**config.mk**
```make
export PLATFORM = sky130hd
export DESIGN_NAME = exc_catch_eval
export DESIGN_NICKNAME = d
export VERILOG_FILES = /design/src/rtl/ecc_pkg.sv /design/src/rtl/ecc_ctrl_reg.sv /design/src/rtl/ecc_decide.sv /design/src/rtl/ecc_fsm.sv /design/src/rtl/exc_catch_eval.sv
export SDC_FILE = /design/constraint.sdc
export NUM_CORES = 1
export LEC_CHECK = 0
export BUFFER_PORTS_ARGS = -buffer_cell sky130_fd_sc_hd__buf_2
export CELL_PAD_IN_SITES_DETAIL_PLACEMENT = 1
export CELL_PAD_IN_SITES_GLOBAL_PLACEMENT = 1
export CORE_MARGIN = 5
export CORE_UTILIZATION = 30
export CTS_BUF_LIST = sky130_fd_sc_hd__clkbuf_8
export CTS_CLUSTER_SIZE = 16
export DETAILED_ROUTE_END_ITERATION = 10
export PLACE_DENSITY_LB_ADDON = 0.1
export SLEW_MARGIN = 15
export SYNTH_ARGS = -nofsm -noshare
export SYNTH_HDL_FRONTEND = slang
export SYNTH_SLANG_ARGS = --single-unit
```
**constraint.sdc**
```tcl
create_clock -name clk -period 1.3 [get_ports clk]
set_clock_uncertainty 0.2 [all_clocks]
set_input_delay 0 -clock clk [delete_from_list [all_inputs] [get_ports clk]]
set_output_delay 0 -clock clk [all_outputs]
set_load 0.02 [all_outputs]
```
**src/rtl/ecc_pkg.sv**
```systemverilog
package ecc_pkg;
    localparam int LVL_W     = 2;
    localparam int NUM_LVL   = 1 << LVL_W;
    localparam int SLOT_W    = LVL_W + 1;
    localparam int HALF_W    = 1 << SLOT_W;
    localparam int CTRL_W    = 2 * HALF_W;
    localparam int REASON_W  = 6;
    localparam logic [REASON_W-1:0] REASON_EXC_CATCH = 6'b110111;

    typedef enum logic [1:0] {
        CC_NEVER  = 2'b00,
        CC_ALWAYS = 2'b01,
        CC_EXIT   = 2'b10,
        CC_ENTRY  = 2'b11
    } catch_mode_e;

    typedef enum logic {
        ST_IDLE = 1'b0,
        ST_HALT = 1'b1
    } catch_state_e;
endpackage

```
**src/rtl/ecc_ctrl_reg.sv**
```systemverilog
module ecc_ctrl_reg
    import ecc_pkg::*;
#(
    parameter logic [NUM_LVL-1:0] LEVEL_MAP = 4'b1011
) (
    input  logic              clk,
    input  logic              rst_n,
    input  logic              we,
    input  logic [CTRL_W-1:0] wdata,
    output logic [CTRL_W-1:0] ctrl_q
);
    logic [CTRL_W-1:0] keep_mask;

    for (genvar i = 0; i < CTRL_W; i++) begin : g_mask
        assign keep_mask[i] = LEVEL_MAP[i % NUM_LVL];
    end

    always_ff @(posedge clk) begin
        if (!rst_n) begin
            ctrl_q <= '0;
        end else if (we) begin
            ctrl_q <= wdata & keep_mask;
        end
    end
endmodule

```
**src/rtl/ecc_decide.sv**
```systemverilog
module ecc_decide
    import ecc_pkg::*;
(
    input  logic              [CTRL_W-1:0] ctrl,
    input  logic                           ext_mode,
    input  logic              [LVL_W-1:0]  cur_el,
    input  logic                           nonsecure,
    input  logic                           evt_is_entry,
    output logic                           hit
);
    logic [SLOT_W-1:0] slot;
    logic [HALF_W-1:0] lo_half;
    logic [HALF_W-1:0] hi_half;
    catch_mode_e       mode;

    assign slot    = {nonsecure, cur_el};
    assign lo_half = ctrl[HALF_W-1:0];
    assign hi_half = ctrl[CTRL_W-1:HALF_W];
    assign mode    = catch_mode_e'({hi_half[slot], lo_half[slot]});

    always_comb begin
        if (!ext_mode) begin
            hit = lo_half[slot];
        end else begin
            unique case (mode)
                CC_NEVER:  hit = 1'b0;
                CC_ALWAYS: hit = 1'b1;
                CC_EXIT:   hit = !evt_is_entry;
                CC_ENTRY:  hit = evt_is_entry;
                default:   hit = 1'b0;
            endcase
        end
    end
endmodule

```
**src/rtl/ecc_fsm.sv**
```systemverilog
module ecc_fsm
    import ecc_pkg::*;
(
    input  logic                clk,
    input  logic                rst_n,
    input  logic                fire,
    output logic                halt_req,
    output logic [REASON_W-1:0] halt_reason
);
    catch_state_e state_q;
    catch_state_e state_d;

    always_comb begin
        unique case (state_q)
            ST_IDLE: state_d = fire ? ST_HALT : ST_IDLE;
            ST_HALT: state_d = fire ? ST_HALT : ST_IDLE;
            default: state_d = ST_IDLE;
        endcase
    end

    always_ff @(posedge clk) begin
        if (!rst_n) begin
            state_q <= ST_IDLE;
        end else begin
            state_q <= state_d;
        end
    end

    always_comb begin
        unique case (state_q)
            ST_HALT: begin
                halt_req    = 1'b1;
                halt_reason = REASON_EXC_CATCH;
            end
            default: begin
                halt_req    = 1'b0;
                halt_reason = '0;
            end
        endcase
    end
endmodule

```
**src/rtl/exc_catch_eval.sv**
```systemverilog
module exc_catch_eval
    import ecc_pkg::*;
#(
    parameter logic [NUM_LVL-1:0] LEVEL_MAP = 4'b1011
) (
    input  logic                clk,
    input  logic                rst_n,
    input  logic                cfg_we,
    input  logic [CTRL_W-1:0]   cfg_wdata,
    input  logic                ext_mode,
    input  logic [LVL_W-1:0]    cur_el,
    input  logic                nonsecure,
    input  logic                evt_valid,
    input  logic                evt_is_entry,
    input  logic                halt_allowed,
    output logic                halt_req,
    output logic [REASON_W-1:0] halt_reason
);
    logic [CTRL_W-1:0] ctrl_q;
    logic              catch_hit;
    logic              fire;

    ecc_ctrl_reg #(.LEVEL_MAP(LEVEL_MAP)) u_reg (
        .clk    (clk),
        .rst_n  (rst_n),
        .we     (cfg_we),
        .wdata  (cfg_wdata),
        .ctrl_q (ctrl_q)
    );

    ecc_decide u_dec (
        .ctrl         (ctrl_q),
        .ext_mode     (ext_mode),
        .cur_el       (cur_el),
        .nonsecure    (nonsecure),
        .evt_is_entry (evt_is_entry),
        .hit          (catch_hit)
    );

    assign fire = evt_valid && halt_allowed && catch_hit;

    ecc_fsm u_fsm (
        .clk         (clk),
        .rst_n       (rst_n),
        .fire        (fire),
        .halt_req    (halt_req),
        .halt_reason (halt_reason)
    );
endmodule

```
# ---- Yosys cells after proc, flatten, opt, wreduce, memory -nomap -nowiden
# Index checks and enable logic that the tools add are counted.
dict set report word_totals {
  regBits 13
  latchBits 0
  ram_bits 0
  mem_bits_ro 0
  output_inout_bits 7
  elab_cells 19
  n_memories 0
}
dict set report classes {
  add_sub_neg 0
  n_mul 0
  n_div 0
  magnitude_cmp 1
  n_eq_ne 3
  shifts 0
  n_mux 9
  n_bitwise 0
  reduce_logical 4
}
# cell n
set ops {}
lappend ops {{1-bit binary-select mux with 3-bit select} 2}
lappend ops {{6-bit 2-to-1 mux} 1}
lappend ops {{1-bit 2-to-1 mux} 5}
lappend ops {{2-bit equality test (second input constant)} 2}
lappend ops {{3-bit by 4-bit < comparator with 1-bit output (second input constant)} 1}
lappend ops {{1-bit case mux with 4 select lines} 1}
lappend ops {{2-bit by 1-bit equality test with 1-bit output (second input constant)} 1}
lappend ops {{1-bit logical AND} 2}
lappend ops {{2-bit logical NOT} 1}
lappend ops {{1-bit logical NOT} 1}

# ---- Logic depth before layout (Yosys ltp)
dict set report depth {
  depth_word 7
  mapped_depth 4
}

# ---- By module
# Synthesis repeated with hierarchy kept, for this count alone.
dict set report unflattened {
  hier_cells 83
  area_unflattened_um2 820.8
}
# mod instances cells_per_inst area_per_inst_um2 seq_area_each_um2
set modules_own_cells {}
lappend modules_own_cells {ecc_ctrl_reg 1 43 484.2 240.2}
lappend modules_own_cells {ecc_decide 1 30 255.2 0.0}
lappend modules_own_cells {ecc_fsm 1 9 75.1 20.0}
lappend modules_own_cells {exc_catch_eval 1 1 6.3 0.0}

# ---- Worst setup path after synthesis
# No wires, ideal clock.
dict set report synth_path {
  path_kind {reg-to-reg}
  start {register u_reg.ctrl_q[15]}
  end {register u_fsm.state_q}
  setup_time_ns 0.125
  t_arrival_ns 1.082
  required_ns 0.975
  setup_slack_ns -0.107
  path_stages_with_launch 5
  path_buffers 0
  synth_period_minus_slack_ns 1.407
  path_cell_list {dfxtp_1 -> mux4_2 -> a22oi_2 -> o211a_1 -> nor3_2}
}
dict set report synth_between {
  elab_chain_len 7
}
# element line_no
set synth_rtl {}
lappend synth_rtl {{start, declared} ecc_ctrl_reg.sv:10} ;# output logic [CTRL_W-1:0] ctrl_q
lappend synth_rtl {{start signal, assigned} ecc_ctrl_reg.sv:22} ;# ctrl_q <= wdata & keep_mask;
lappend synth_rtl {{1-bit binary-select mux with 3-bit select (*)} ecc_decide.sv:19} ;# assign mode = catch_mode_e'({hi_half[slot], lo_half[slot]});
lappend synth_rtl {{1-bit 2-to-1 mux (implied by the code) (*)} ecc_decide.sv:19}
lappend synth_rtl {{2-bit equality test, or another cell as far along} ecc_decide.sv:25} ;# unique case (mode)
lappend synth_rtl {{1-bit case mux with 4 select lines (*)} ecc_decide.sv:25}
lappend synth_rtl {{1-bit 2-to-1 mux (*)} ecc_decide.sv:22} ;# if (!ext_mode) begin
lappend synth_rtl {{1-bit logical AND (*)} exc_catch_eval.sv:40} ;# assign fire = evt_valid && halt_allowed && catch_hit;
lappend synth_rtl {{1-bit 2-to-1 mux (*)} {ecc_fsm.sv:15, ecc_fsm.sv:16}}
lappend synth_rtl {{end signal, assigned} ecc_fsm.sv:25} ;# state_q <= state_d;
lappend synth_rtl {{end, declared} ecc_fsm.sv:10} ;# catch_state_e state_q;
# Mark *: on every way between the ends. The rest lies on a longest branch, timed or not. The select of a mux whose other input is x is not followed.
# A chain may end at the register's enable or synchronous reset.

# ---- Worst setup path in the final report
# Ends and elaborated chain as after synthesis.

==> out/results.ini <==
[outcome]
outcome = finished with violations
violations = negative hold slack, negative setup slack

[worst_setup_path]
start_kind = flip-flop
reg2regPathDepth = 4
required_ps = 1230
end_kind = flip-flop
crit_fanout = 2
crit_cells = 4
cp_top_family = multiplexers
cp.arrival_ps = 1380
slowest_delay_ps = 470
path_class = flip-flop to flip-flop
cp_slowest_cell = mux4_2
crit_chain = mux4_2 -> a22oi_2 -> o211a_1 -> nor3_2
path_buf_inv = 0

[floorplanning]
start_util_pct = 32.3
core_um2 = 2000
ioPinCount = 33
die_area_um2 = 3180
rows = 16
fp.dieH_um = 56.4
die_x_um = 56.4

[placed_design]
place_hpwl_um = 1110
placedInstanceArea_um2 = 785
portBuffers = 27
gp_congestion = 0.682
place_worst_setup_slack_ps = -156

[routing]
num_vias = 566
drc = 0
wl_per_cell_um = 11.8
vias_per_cell = 4.46
wirelength_um = 1490
ant_nets = 0
drt_iter0_drc = 3
firstDrtPassIters = 4

[clock_tree]
worstSkewPairLatency_ps = 240
clk_pin_slew_ps = 60
cts.htree.levels = 1
cts_resized = 0
cts_setup_buffers = 0
cts-root-buf = clkbuf_8
cts_buffer_depth = 2
cts_tree = yes
numClockSinks = 13
numCtsBuffers = 3

[logic_synthesis]
synth_warnings = 0
netlist_area_um2 = 647
synth.net_count = 85
netlist.area_leader.share_pct = 40.2
yosysMostFrequentCell = dfxtp_1
synth_largest_area_cell = dfxtp_1
synthDistinctLibCells = 18
synthTopCellsByCount = dfxtp_1 (13), mux2i_1 (12), nor2b_1 (12), buf_4 (6)
synthTopCellsByArea = dfxtp_1 (40%), mux2i_1 (19%), nor2b_1 (12%)
synthFlopType = dfxtp_1
synth_enable_flop_cells = 0
avgSynthCellArea_um2 = 11.0
synthCells = 59
synth_seq_cells = 13
async_flop_share_pct = 0
ys_seq_area_share_pct = 40.2

[timing]
rsz0062_at_grt = true
worst_slack_ps = -158
hold_viol = 1
drv_slew = 0
fin_crit_sh_pct = 112
whs_ps = -12.5
setup_violations = 1
max_freq_ghz = 0.686
period_needed_ps = 1460

[finish]
antenna_cells = 0
num-nets-final = 127
syn_to_final_growth_pct = 51.5
drive_above_1_share_pct = 38.0
utilization_pct = 48.9
final_area_um2 = 980

[power_and_ir_drop]
fin_total_pwr_mw = 0.956
max-vdd-ir-drop_v = 0.000475
p_leak_nw = 0.467
p_per_area_nw_per_um2 = 976

[hold_path]
hp-class = input pin to flip-flop
hold_depth = 4

[grt]
grt_max_degree = 14
antenna_found_initial = 0
grt_pass1_wl_um = 2610
grt_overflow = 0
gr-usage-all-layers_pct = 10.4
grt_pass1_vias = 633

[run]
cap_violations = 0

## where the power goes
part	internal [mW]	switching, mW
Sequential	0.421	0.0105
Combinational	0.105	0.0633
Clock	0.208	0.147
Total	0.735	0.221
## placed cells by master (no fill, tap or decap), types with 2 or more instances in the layout
cell type | synthesis | layout
dfxtp_1 | 13 | 13
clkbuf_8 | 0 | 3
buf_2 | 1 | 27
nor2b_1 | 12 | 12
dlygate4sd3_1 | 0 | 15
mux2i_1 | 12 | 12
nand2_1 | 2 | 2
buf_4 | 6 | 3
mux2_2 | 2 | 2
## flip-flops by register name, summed over array words and instances (netlist names)
signal and flops:
u_reg.ctrl_q 12, u_fsm.state_q 1
## through the flow
| stage | hold slack [ps] | std cells | setup TNS (ps) |
|---|---|---|---|
| floorplan | -71.8 | 59 | -107 |
| global placement | 57.0 | 108 | -136 |
| detailed placement | 68.6 | 108 | -156 |
| CTS | -13.5 | 127 | -165 |
| global route | 25.5 | 127 | -211 |
| finish | -12.5 | 127 | -158 |
## cell families (layout without fill, tap and decap cells)
kind of cell,after synthesis,after routing,share of synthesized area (%)
AND/OR/NAND/NOR,18,18,16.6
buffers and inverters,8,49,8.32
other,1,1,0.580
flip-flops,13,13,40.2
multiplexers,16,16,29.6
AO/OA/AOI/OAI,3,3,4.64
## worst register-to-register path, stage by stage, from the launching register on
cell,delay [ps]
dfxtp_1,310
mux4_2,470
a22oi_2,160
o211a_1,170
nor3_2,40
## final timing paths
kind | start | to | slack [ps]
worst max-delay path | u_reg.ctrl_q[15] | u_fsm.state_q | -160
worst min-delay path | cur_el[0] | u_fsm.state_q | -10
worst max register to register | u_reg.ctrl_q[15] | u_fsm.state_q | -160
worst min register to register | u_reg.ctrl_q[11] | u_reg.ctrl_q[11] | 320
## metal layers
| metal | global-route usage, % | share of wire, % | routed length, um |
|---|---|---|---|
| met3 | 3.21 | 6.4 | 96 |
| met4 | 5.08 | 0.47 | 7 |
| met2 | 20.0 | 55 | 820 |
| met1 | 9.81 | 38 | 569 |
| met5 | 0 | 0 | 0 |
## timing repair
action | 4_1_cts | 5_1_grt
hold buffers | 15 | 0
gates cloned | 0 | 0
endpoints found under the setup margin | 1 | 1
hold endpoints to repair | 13 | 0
## area by class of cell
| class | instances | area [um^2] |
|---|---|---|
| Clock buffer | 3 | 41.3 |
| Timing Repair Buffer | 45 | 308 |
| Clock inverter | 1 | 3.75 |
| Tap cell | 27 | 33.8 |
| Fill cell | 243 | 1020 |
| Sequential cell | 13 | 260 |
| Multi-Input combinational cell | 38 | 333 |
No activity file was read; power rests on OpenSTA's default activity.
